File: src/rtl/circ_pkg.sv
package circ_pkg;

    localparam int PT_W    = 16;
    localparam int IDX_W   = 6;
    localparam int TBL_N   = 1 << IDX_W;
    localparam int QTR_N   = TBL_N / 4;
    localparam int AMP_W   = 8;
    localparam int FRAC_SH = 7;

    typedef logic signed [AMP_W-1:0] amp_t;

    typedef struct packed {
        logic [PT_W-1:0] x;
        logic [PT_W-1:0] y;
    } point_t;

    typedef enum logic [1:0] {
        ST_IDLE   = 2'd0,
        ST_LOOKUP = 2'd1,
        ST_DRAW   = 2'd2
    } gen_state_e;

    // First quadrant of 127*sin, indices 0..16 of a 64-step turn
    function automatic amp_t quarter_amp(input logic [IDX_W-2:0] k);
        amp_t v;
        case (k)
            5'd0:  v = 8'sd0;
            5'd1:  v = 8'sd12;
            5'd2:  v = 8'sd25;
            5'd3:  v = 8'sd37;
            5'd4:  v = 8'sd49;
            5'd5:  v = 8'sd60;
            5'd6:  v = 8'sd71;
            5'd7:  v = 8'sd81;
            5'd8:  v = 8'sd90;
            5'd9:  v = 8'sd98;
            5'd10: v = 8'sd106;
            5'd11: v = 8'sd112;
            5'd12: v = 8'sd117;
            5'd13: v = 8'sd122;
            5'd14: v = 8'sd125;
            5'd15: v = 8'sd126;
            default: v = 8'sd127;
        endcase
        return v;
    endfunction

    // Full-turn sine by quadrant folding
    function automatic amp_t sine_at(input logic [IDX_W-1:0] i);
        logic [1:0]       quad;
        logic [IDX_W-2:0] j;
        logic [IDX_W-2:0] m;
        amp_t             v;
        quad = i[IDX_W-1 -: 2];
        j    = {1'b0, i[IDX_W-3:0]};
        m    = quad[0] ? ((IDX_W-1)'(QTR_N) - j) : j;
        v    = quarter_amp(m);
        return quad[1] ? -v : v;
    endfunction

endpackage

File: src/rtl/circ_trig_rom.sv
module circ_trig_rom
    import circ_pkg::*;
(
    input  logic             clk,
    input  logic             rst,
    input  logic             en,
    input  logic [IDX_W-1:0] idx,
    output amp_t             sin_q,
    output amp_t             cos_q
);

    logic [IDX_W-1:0] cos_idx;

    always_comb cos_idx = idx + IDX_W'(QTR_N);

    always_ff @(posedge clk) begin
        if (rst) begin
            sin_q <= '0;
            cos_q <= '0;
        end else if (en) begin
            sin_q <= sine_at(idx);
            cos_q <= sine_at(cos_idx);
        end
    end

endmodule

File: src/rtl/circ_axis_scale.sv
module circ_axis_scale
    import circ_pkg::*;
#(
    parameter int RAD_W = 8
) (
    input  logic [PT_W-1:0]  centre,
    input  logic [RAD_W-1:0] radius,
    input  amp_t             amp,
    output logic [PT_W-1:0]  coord
);

    localparam int PW = RAD_W + 1 + AMP_W;
    localparam int WW = PW + PT_W;

    logic signed [PW-1:0] rad_s;
    logic signed [PW-1:0] amp_s;
    logic signed [PW-1:0] prod;
    logic signed [PW-1:0] offs;
    logic signed [WW-1:0] offs_w;

    always_comb begin
        rad_s  = PW'({1'b0, radius});
        amp_s  = PW'(amp);
        prod   = rad_s * amp_s;
        offs   = prod >>> FRAC_SH;
        offs_w = WW'(offs);
        coord  = centre + offs_w[PT_W-1:0];
    end

endmodule

File: src/rtl/circle_outline_gen.sv
module circle_outline_gen
    import circ_pkg::*;
#(
    parameter int RAD_W  = 8,
    parameter int STEP_W = 16
) (
    input  logic              clk,
    input  logic              rst,
    input  logic              arm,
    input  logic              trigger,
    input  logic [PT_W-1:0]   center_x,
    input  logic [PT_W-1:0]   center_y,
    input  logic [RAD_W-1:0]  radius,
    input  logic [STEP_W-1:0] step,
    output logic              seg_valid,
    output logic [PT_W-1:0]   a_x,
    output logic [PT_W-1:0]   a_y,
    output logic [PT_W-1:0]   a_z,
    output logic [PT_W-1:0]   b_x,
    output logic [PT_W-1:0]   b_y,
    output logic [PT_W-1:0]   b_z,
    output logic              done
);

    localparam int AXES = 2;

    gen_state_e       state;
    logic [IDX_W-1:0] idx;
    logic [IDX_W:0]   acc;
    logic [IDX_W:0]   step_q;
    logic [IDX_W:0]   step_eff;
    logic [IDX_W:0]   acc_n;
    logic [RAD_W-1:0] rad_q;
    point_t           cent_q;
    point_t           first_pt;
    point_t           prev_pt;
    point_t           cur_pt;
    logic             first_q;
    logic             closing_q;
    logic             last_q;
    amp_t             sin_q;
    amp_t             cos_q;
    logic             unused_step_hi;

    amp_t             axis_amp   [AXES];
    logic [PT_W-1:0]  axis_centre[AXES];
    logic [PT_W-1:0]  axis_coord [AXES];

    assign unused_step_hi = ^step[STEP_W-1:IDX_W];

    always_comb begin
        step_eff = (step[IDX_W-1:0] == '0) ? (IDX_W+1)'(TBL_N)
                                            : {1'b0, step[IDX_W-1:0]};
        acc_n    = acc + step_q;
    end

    circ_trig_rom u_rom (
        .clk   (clk),
        .rst   (rst),
        .en    (state == ST_LOOKUP),
        .idx   (idx),
        .sin_q (sin_q),
        .cos_q (cos_q)
    );

    assign axis_amp[0]    = cos_q;
    assign axis_amp[1]    = sin_q;
    assign axis_centre[0] = cent_q.x;
    assign axis_centre[1] = cent_q.y;

    for (genvar g = 0; g < AXES; g++) begin : g_axis
        circ_axis_scale #(.RAD_W(RAD_W)) u_scale (
            .centre (axis_centre[g]),
            .radius (rad_q),
            .amp    (axis_amp[g]),
            .coord  (axis_coord[g])
        );
    end

    assign cur_pt.x = axis_coord[0];
    assign cur_pt.y = axis_coord[1];

    assign a_z = '0;
    assign b_z = '0;

    always_ff @(posedge clk) begin
        if (rst) begin
            state     <= ST_IDLE;
            idx       <= '0;
            acc       <= '0;
            step_q    <= '0;
            rad_q     <= '0;
            cent_q    <= '0;
            first_pt  <= '0;
            prev_pt   <= '0;
            first_q   <= 1'b0;
            closing_q <= 1'b0;
            last_q    <= 1'b0;
            seg_valid <= 1'b0;
            done      <= 1'b0;
            a_x       <= '0;
            a_y       <= '0;
            b_x       <= '0;
            b_y       <= '0;
        end else begin
            seg_valid <= 1'b0;
            done      <= last_q;
            last_q    <= 1'b0;
            case (state)
                ST_IDLE: begin
                    if (arm && trigger) begin
                        cent_q.x  <= center_x;
                        cent_q.y  <= center_y;
                        rad_q     <= radius;
                        step_q    <= step_eff;
                        idx       <= '0;
                        acc       <= '0;
                        first_q   <= 1'b1;
                        closing_q <= 1'b0;
                        state     <= ST_LOOKUP;
                    end
                end
                ST_LOOKUP: begin
                    state <= ST_DRAW;
                end
                ST_DRAW: begin
                    if (closing_q) begin
                        seg_valid <= 1'b1;
                        a_x       <= prev_pt.x;
                        a_y       <= prev_pt.y;
                        b_x       <= first_pt.x;
                        b_y       <= first_pt.y;
                        last_q    <= 1'b1;
                        closing_q <= 1'b0;
                        state     <= ST_IDLE;
                    end else begin
                        if (first_q) begin
                            first_pt <= cur_pt;
                            first_q  <= 1'b0;
                        end else begin
                            seg_valid <= 1'b1;
                            a_x       <= prev_pt.x;
                            a_y       <= prev_pt.y;
                            b_x       <= cur_pt.x;
                            b_y       <= cur_pt.y;
                        end
                        prev_pt <= cur_pt;
                        if (acc_n[IDX_W]) begin
                            closing_q <= 1'b1;
                        end else begin
                            acc   <= acc_n;
                            idx   <= acc_n[IDX_W-1:0];
                            state <= ST_LOOKUP;
                        end
                    end
                end
                default: state <= ST_IDLE;
            endcase
        end
    end

endmodule

File: config.mk
export PLATFORM = sky130hd
export DESIGN_NAME = circle_outline_gen
export DESIGN_NICKNAME = d
export VERILOG_FILES = /design/src/rtl/circ_pkg.sv /design/src/rtl/circ_trig_rom.sv /design/src/rtl/circ_axis_scale.sv /design/src/rtl/circle_outline_gen.sv
export SDC_FILE = /design/constraint.sdc
export NUM_CORES = 1
export LEC_CHECK = 0
export BUFFER_PORTS_ARGS = -buffer_cell sky130_fd_sc_hd__buf_2
export CAP_MARGIN = 20
export CORE_AREA = 2 2 158 160
export CTS_BUF_LIST = sky130_fd_sc_hd__clkbuf_16
export CTS_CLUSTER_SIZE = 8
export DETAILED_ROUTE_END_ITERATION = 16
export DIE_AREA = 0 0 160 162
export GPL_ROUTABILITY_DRIVEN = 0
export PLACE_DENSITY = 0.89
export SYNTH_ARGS = -nofsm -noshare
export SYNTH_HDL_FRONTEND = slang
export SYNTH_SLANG_ARGS = --single-unit
File: constraint.sdc
create_clock -name clk -period 8.2 [get_ports clk]
set_input_delay 0.82 -clock clk [delete_from_list [all_inputs] [get_ports clk]]
set_output_delay 0.82 -clock clk [all_outputs]
set_load 0.05 [all_outputs]
==> results.md, run 1 <==
- After detailed routing, the number of vias per cell comes to 5.88.
- The combinational share of power is 9.3%.
- The area of the core region is 24100 um^2.
- Clock tree synthesis found a total of 204 sinks.
- The netlist area before placement is 14300 um^2.
- In this run, post-CTS repair resized a total of 0 instances.
- The max-cap check violation count is 0.
- The worst-path cell with the longest stage delay is sky130_fd_sc_hd__dfxtp_1.
- The count of nets left with antenna violations once routing finished came out at 0.
- Across every metal layer, demand over resource in global routing totals 26.9%.
- The register area share after synthesis is 28.5%.
- The number of max-slew violations in the final report was 0.
- The setup slack after placement is 1.33 ns.
- The initial DRC count is 1001.
- The fraction of registers with async set/reset is 0%.
- The DRC violation count after routing is 0.
- The synthesized netlist contains 77 unique library cells.
- The TritonCTS clock tree is yes.
- The run finished with clean final reports.
- The number of antenna violations at the first check in global routing is 0.
- The clock input transition at the sequential cells of the worst setup and hold paths is 0.05 ns.
- The final layout contains 2083 nets.
- Setup repair after global routing left no endpoint under its margin.
- The first detailed-routing pass ran for 5 iterations.
- The final worst setup slack is 1.09 ns.
- The cell leakage power is 0.00725 uW.
- The clock reaches the later pin of the worst-skew pair after 0.55 ns.
- The number of buffers and inverters on the critical path is 3.
- The number of setup violations in the final report is 0.
- The total global routing overflow is 0.
- The deepest clock path buffer count is 3.
- Cell internal power was estimated by the tool at 1690 uW.
- The path class of the tightest hold or removal check is reg2reg.
- Of all nets on the critical path, the largest fanout is 17.
- For this run, the number of Yosys warnings is 0.
- After synthesis, the cell types taking the most area are sky130_fd_sc_hd__dfxtp_1, sky130_fd_sc_hd__ha_1, sky130_fd_sc_hd__fa_1.
- The number of clock buffers added by TritonCTS is 29.
- The site row count is 57.
- The worst endpoint data arrival time is 7.49 ns.
- The via count of the first global-routing pass was 12386.
- The reg2reg setup slack is 1.09 ns.
- The total inserted antenna cells is 0.
- After synthesis, the most frequently instantiated cells are sky130_fd_sc_hd__nand2_1, sky130_fd_sc_hd__dfxtp_1, sky130_fd_sc_hd__a21oi_1, sky130_fd_sc_hd__ha_1, sky130_fd_sc_hd__inv_1.
- The headroom to the max-slew limit is 33.0%.
- For this design the total switching power over the nets is 601 uW.
- The critical path goes through nor2_1 > fa_1 > fa_1 > fa_1 > inv_1 > fa_1 > inv_1 > ha_1 > a21oi_1 > o21ai_0 > or3_1 > o22a_1 > and4_1 > a211oi_2 > ha_1 > a21o_1 > a21oi_1 > inv_1 > nor3b_1 > mux2i_1 > o211ai_1 > xnor2_1 > o22ai_1.
- Synthesis inferred 204 register bits.
- Relative to the synthesized area, the layout overhead comes to 9.74%.
- After synthesis, the largest area contributor takes up 28.5% of total cell area.
- In this run, synthesis inferred 0 flip-flops with an integrated enable.
- The final cycle utilization of the critical path is 86.7%.
- In this run switching power makes up 26.2% of total power.
- The synthesized design spends more area on one cell type than any other, namely sky130_fd_sc_hd__dfxtp_1.
- The wire length of the first global-routing pass is 58400 um.
- On the critical path the largest part of the delay comes from adder cells.
- Averaged over all synthesized cells, the footprint is 8.19 um^2.
- The post-CTS setup repair buffer count is 0.
- Among all flip-flop cells after synthesis, the most frequent one is sky130_fd_sc_hd__dfxtp_1.
- The die width is 160 um.
- The number of hold violations in the final report is 0.
- For the worst setup path, the data required time is 8.58 ns.
- The hold buffer count at cts is 0.
- 158 I/O pins were placed.
- The category of the most critical setup path is reg2reg.
- The clock tree root driver cell is sky130_fd_sc_hd__clkbuf_16.
- The average wire length per cell after detail routing is 16.5 um.
- For this design the ratio of total power to cell area is 146 nW/um^2.
- The count of mapped cells out of synthesis is 1747.
- The number of H-tree levels is 1.
- STA classifies the critical path endpoint as a flip-flop.
- The final HPWL from detailed placement is 25300 um.
- The floorplan die height is 162 um.
- Derived from the worst setup path, the maximum achievable clock frequency is 0.141 GHz.
- The count of buffers added on input and output ports is 115.
- On the worst path, the slowest cell contributes a delay of 0.75 ns.
- The largest net degree at the start of global routing is 109.
- The worst voltage drop across the vdd grid is 0.000145 V.
- The overall via count from detail_route is 12579.
- Of the cells placed in the final design, the portion with a size suffix greater than 1 is 10.4%.
- The most frequent cell on the critical path is sky130_fd_sc_hd__fa_1.
- The initial utilization of the core area, before any placement, comes to 59.4%.
- Subtracting the final worst setup slack from the clock period gives 7.11 ns.
- The wire length reported by the detailed router is 35400 um.
- The most frequently used cell type in the post-synthesis netlist is sky130_fd_sc_hd__nand2_1.
- The worst setup path is launched from a flip-flop.
- The transition at the pin with the smallest max-transition slack is 1.00 ns.
- Per report_power, the sequential group accounts for 45.5% of the total.
- The final-layout fill cell count is 1877.
- The die covers 25900 um^2.
- In this run, the clock network consumes 45.2% of the power.
- The clock tree skew after final layout is 0.0106 ns.
- After routing, the total negative slack on setup checks comes to 0 ns.
worst min-delay path: cells and delay by family, from the launching register on:
family / cells / cell delay (ns)
AO/OA/AOI/OAI: 1 / 0.05
flip-flops: 1 / 0.30
AND/OR/NAND/NOR: 1 / 0.05
cell usage in the layout (no fill, tap or decap), drive strengths merged, types with 10 or more instances in the layout:
cell type / netlist / layout
a211oi: 41 / 41
a21o: 14 / 14
a21oi: 197 / 197
and2: 83 / 83
and3: 11 / 11
buf: 47 / 129
clkbuf: 76 / 29
conb: 1 / 32
dfxtp: 204 / 204
fa: 73 / 73
ha: 135 / 135
inv: 111 / 113
mux2i: 11 / 11
nand2: 336 / 336
nand2b: 12 / 12
nand3: 14 / 14
nand3b: 10 / 10
nor2: 111 / 111
nor2b: 14 / 14
nor3: 22 / 22
o211ai: 11 / 11
o21a: 16 / 16
o21ai: 40 / 40
or3: 11 / 11
xnor2: 39 / 39
xor2: 19 / 19
state kept, by name (all words and copies together), names as in the netlist, 16 cells and up:
register / cells
a_y: 16
prev_pt: 32
b_x: 16
b_y: 16
first_pt: 32
axis_centre: 32
a_x: 16
logic make-up (layout without fill, tap and decap cells):
family / after synthesis / count (layout) / synth area share (%)
xor+xnor: 59 / 59 / 3.86
compound gates: 378 / 378 / 16.4
mux: 12 / 12 / 0.927
fa+ha+maj: 208 / 208 / 22.0
simple gates: 651 / 651 / 21.0
other cells: 1 / 32 / 0.0262
buf+inv: 234 / 272 / 7.26
flops: 204 / 204 / 28.5
path summary, 6_finish.rpt:
kind	from	end	cells past startpoint
worst max register to register	rad_q[2]	b_x[15]	23
worst max-delay path	rad_q[2]	b_x[15]	23
worst min register to register	b_x[2]	b_x[2]	2
worst min-delay path	b_x[2]	b_x[2]	2
power groups by stage:
stage	registers [uW]	clock network, uW	logic, uW
2_1_floorplan	1070	0	157
3_3_place_gp	1060	0	201
3_5_place_dp	1060	0	208
4_1_cts	1040	1040	209
5_1_grt	1050	1080	232
6_report	1040	1040	214
metrics by stage:
stage	total power, uW	hold WS [ns]	instance area [um^2]	util, %	instances
floorplan	1220	0.414	14400	-	1778
global placement	1260	0.432	14900	61.9	2105
detailed placement	1270	0.427	14900	61.9	2105
CTS	2290	0.447	15700	65.0	2137
global route	2350	0.468	15700	65.2	2140
finish	2300	0.447	15700	65.2	2140
layout make-up:
cell class                 count  area (um^2)  share of cell area, %
multi-input combinational   1340         9340                   59.5
sequential                   204         4080                   26.0
clock buffer                  29          726                   4.62
timing repair buffer         129          707                   4.50
inverter                     111          417                   2.65
tap                          324          405                   2.58
clock inverter                 3         28.8                  0.183
metal layers:
metal,vias up,GRT usage [%],part of all wire (%)
li1,5917,-,-
met1,6029,34.5,41
met2,553,47.4,49
met3,80,2.94,7.5
met4,0,9.25,2.8
met5,-,0,0
(Power assumes the default switching activity.)
==> run 2, diff against run 1 <==
--- a/config.mk
+++ b/config.mk
@@ -8,7 +8,6 @@
 export BUFFER_PORTS_ARGS = -buffer_cell sky130_fd_sc_hd__buf_2
 export CAP_MARGIN = 20
 export CORE_AREA = 2 2 158 160
-export CTS_BUF_LIST = sky130_fd_sc_hd__clkbuf_16
 export CTS_CLUSTER_SIZE = 8
 export DETAILED_ROUTE_END_ITERATION = 16
 export DIE_AREA = 0 0 160 162
==> results.md, run 2 (synthesis results as in run 1) <==
- The DRC violation count after routing is 0 (unchanged).
- The launching element type of the critical path is a flip-flop.
- The flow ran to the end, and the final reports show no timing, DRC or antenna violations.
- The number of clock sinks is 204 (unchanged).
- The number of max-slew violations in the final report is 0 (unchanged).
- The post-CTS setup repair buffer count is 0 (unchanged).
- The power density over the cells was 146 nW/um^2 (about the same).
- The startpoint identified for the worst hold timing path is b_x[2].
- The largest net degree at the start of global routing was 109 (unchanged).
- The post-detailed-route via-to-cell ratio was 5.88 (about the same).
- The number of H-tree levels was 1 (unchanged).
- The setup TNS after final layout is 0 ns (unchanged).
- The number of hold violations in the final report was 0 (unchanged).
- The remaining antenna violation count was 0 (unchanged).
- The deepest clock path buffer count is 3 (unchanged).
- The final critical delay including setup and external delays was 7.11 ns (+0.00177 ns).
- The share of the core filled with cells was 65.2% (unchanged).
- The via count of the first global-routing pass is 12386 (unchanged).
- The site row count is 57 (unchanged).
- The number of setup violations in the final report is 0 (unchanged).
- The starting utilization of the core area is 59.4% (unchanged).
- The final cycle utilization of the critical path is 86.7% (about the same).
- The area of the core region is 24100 um^2 (unchanged).
- The die outline area was 25900 um^2 (unchanged).
- The overall via count from detail_route came to 12588 (+0.072%).
- The final HPWL from detailed placement is 25300 um (unchanged).
- The count of buffers inserted at the top-level ports is 115 (unchanged).
- The average wire length per cell after detail routing is 16.5 um (about the same).
- The headroom to the max-slew limit is 33.2% (+0.14 points).
- The post-cts resize count is 0 (unchanged).
- The worst hold path belongs to the class reg2reg.
- The total inserted antenna cells was 0 (unchanged).
- The final-layout fill cell count is 1877 (unchanged).
- The number of antenna violations at the first check in global routing was 0 (unchanged).
- The number of optimization iterations in the first detailed-route pass is 5 (unchanged).
- The die width is 160 um (unchanged).
- The max-cap check violation count is 0 (unchanged).
- The wire length reported by the detailed router is 35400 um (about the same).
- The worst endpoint data arrival time was 7.50 ns (about the same).
- The total global routing overflow is 0 (unchanged).
- The highest achievable clock rate is 0.141 GHz (about the same).
- In this run the clock root is driven by a sky130_fd_sc_hd__clkbuf_16.
- The combined buffer and inverter count along the critical path is 3 (unchanged).
- The startpoint identified for the worst register-to-register timing path is rad_q[2].
- The initial DRC count was 996 (-0.50%).
- In the layout the commonest cells are sky130_fd_sc_hd__nand2_1, sky130_fd_sc_hd__dfxtp_1, sky130_fd_sc_hd__a21oi_1, sky130_fd_sc_hd__ha_1, sky130_fd_sc_hd__buf_2.
- The startpoint of the most critical setup path is rad_q[2].
- The global router's overall resource usage is 26.9% (unchanged).
- The worst voltage drop across the vdd grid is 0.000145 V (about the same).
- The layout overhead on the synthesized area was 9.74% (unchanged).
- The I/O pin count is 158 (unchanged).
- The floorplan die height is 162 um (unchanged).
- The number of nets at the end of the flow is 2083 (unchanged).
- The clock network latency to the later pin of the worst-skew pair is 0.55 ns (about the same).
- The share of layout cells above drive strength 1 is 10.4% (unchanged).
- The worst setup path is captured at a flip-flop.
- The transition at the pin with the smallest max-transition slack is 1.00 ns (-0.00208 ns).
- The critical path goes through nor2_1 > fa_1 > fa_1 > fa_1 > inv_1 > fa_1 > inv_1 > ha_1 > a21oi_1 > o21ai_0 > or3_1 > o22a_1 > and4_1 > a211oi_2 > ha_1 > a21o_1 > a21oi_1 > inv_1 > nor3b_1 > mux2i_1 > o211ai_1 > xnor2_1 > o22ai_1.
- The hold buffer count at cts is 0 (unchanged).
- The wire length of the first global-routing pass came to 58400 um (unchanged).
- The cell leakage power is 0.00725 uW (about the same).
- The slowest stage of the critical path belongs to the cell sky130_fd_sc_hd__dfxtp_1.
- By instance count, the cell type seen most on the critical path is sky130_fd_sc_hd__fa_1.
- Setup repair after global routing left no endpoint under its margin.
- The clock input transition at the sequential cells of the worst setup and hold paths was 0.05 ns (about the same).
- The category of the most critical setup path is reg2reg.
- The TritonCTS buffer count is 29 (unchanged).
- The most common cell after layout, fill and taps aside is sky130_fd_sc_hd__nand2_1.
- The highest fanout seen on the critical path is 17 (unchanged).
- The TritonCTS clock tree is yes.
- The clock tree skew after final layout is 0.0104 ns (-0.000163 ns).
- The cell family with the largest share of critical-path delay is adder cells.
- The critical path's largest stage delay is 0.76 ns (about the same).
- The required time of the worst setup path came to 8.58 ns (about the same).
[run 2: through the flow]
step	total power, uW	setup slack, ns	std cells	hold slack, ns	area (um^2)
floorplan	1220	2.03	1778	0.414	14400
global placement	1260	1.50	2105	0.432	14900
detailed placement	1270	1.33	2105	0.427	14900
CTS	2290	1.29	2137	0.447	15700
global route	2360	0.790	2140	0.468	15700
finish	2300	1.09	2140	0.447	15700
[run 2: path summary, 6_finish.rpt]
check	depth (start not counted)	to	slack, ns
max	23	b_x[15]	1.09
min	2	b_x[2]	0.45
max reg2reg	23	b_x[15]	1.09
min reg2reg	2	b_x[2]	0.45
[run 2: metal layers]
layer / wire length, um / vias to the layer above / track usage, %
li1: - / 5917 / -
met1: 14400 / 6041 / 34.5
met2: 17400 / 550 / 47.4
met3: 2610 / 80 / 2.94
met4: 990 / 0 / 9.25
met5: 0 / - / 0
[run 2: worst register-to-register path, delay by kind of cell, from the launching register on]
kind | cells | cell delay [ns]
AOI/OAI and AO/OA | 8 | 1.82
buffers and inverters | 3 | 0.19
xor gates and xnor gates | 1 | 0.22
and+or+nand+nor | 4 | 0.95
muxes | 1 | 0.11
adders and majority gates | 6 | 2.90
DFF | 1 | 0.76
[run 2: cell type report]
type / instances / area [um^2] / share of cell area (%)
multi-input cells: 1340 / 9340 / 59.5
flip-flops and latches: 204 / 4080 / 26.0
clock buffers: 30 / 729 / 4.64
repair buffers: 129 / 707 / 4.50
inverters: 111 / 417 / 2.65
well taps: 324 / 405 / 2.58
clock inverters: 2 / 25.0 / 0.159
[run 2: power breakdown]
part | switching, uW | internal (uW) | total [uW]
clock | 419 | 620 | 1040
sequential | 28.3 | 1020 | 1040
combinational | 154 | 59.5 | 214
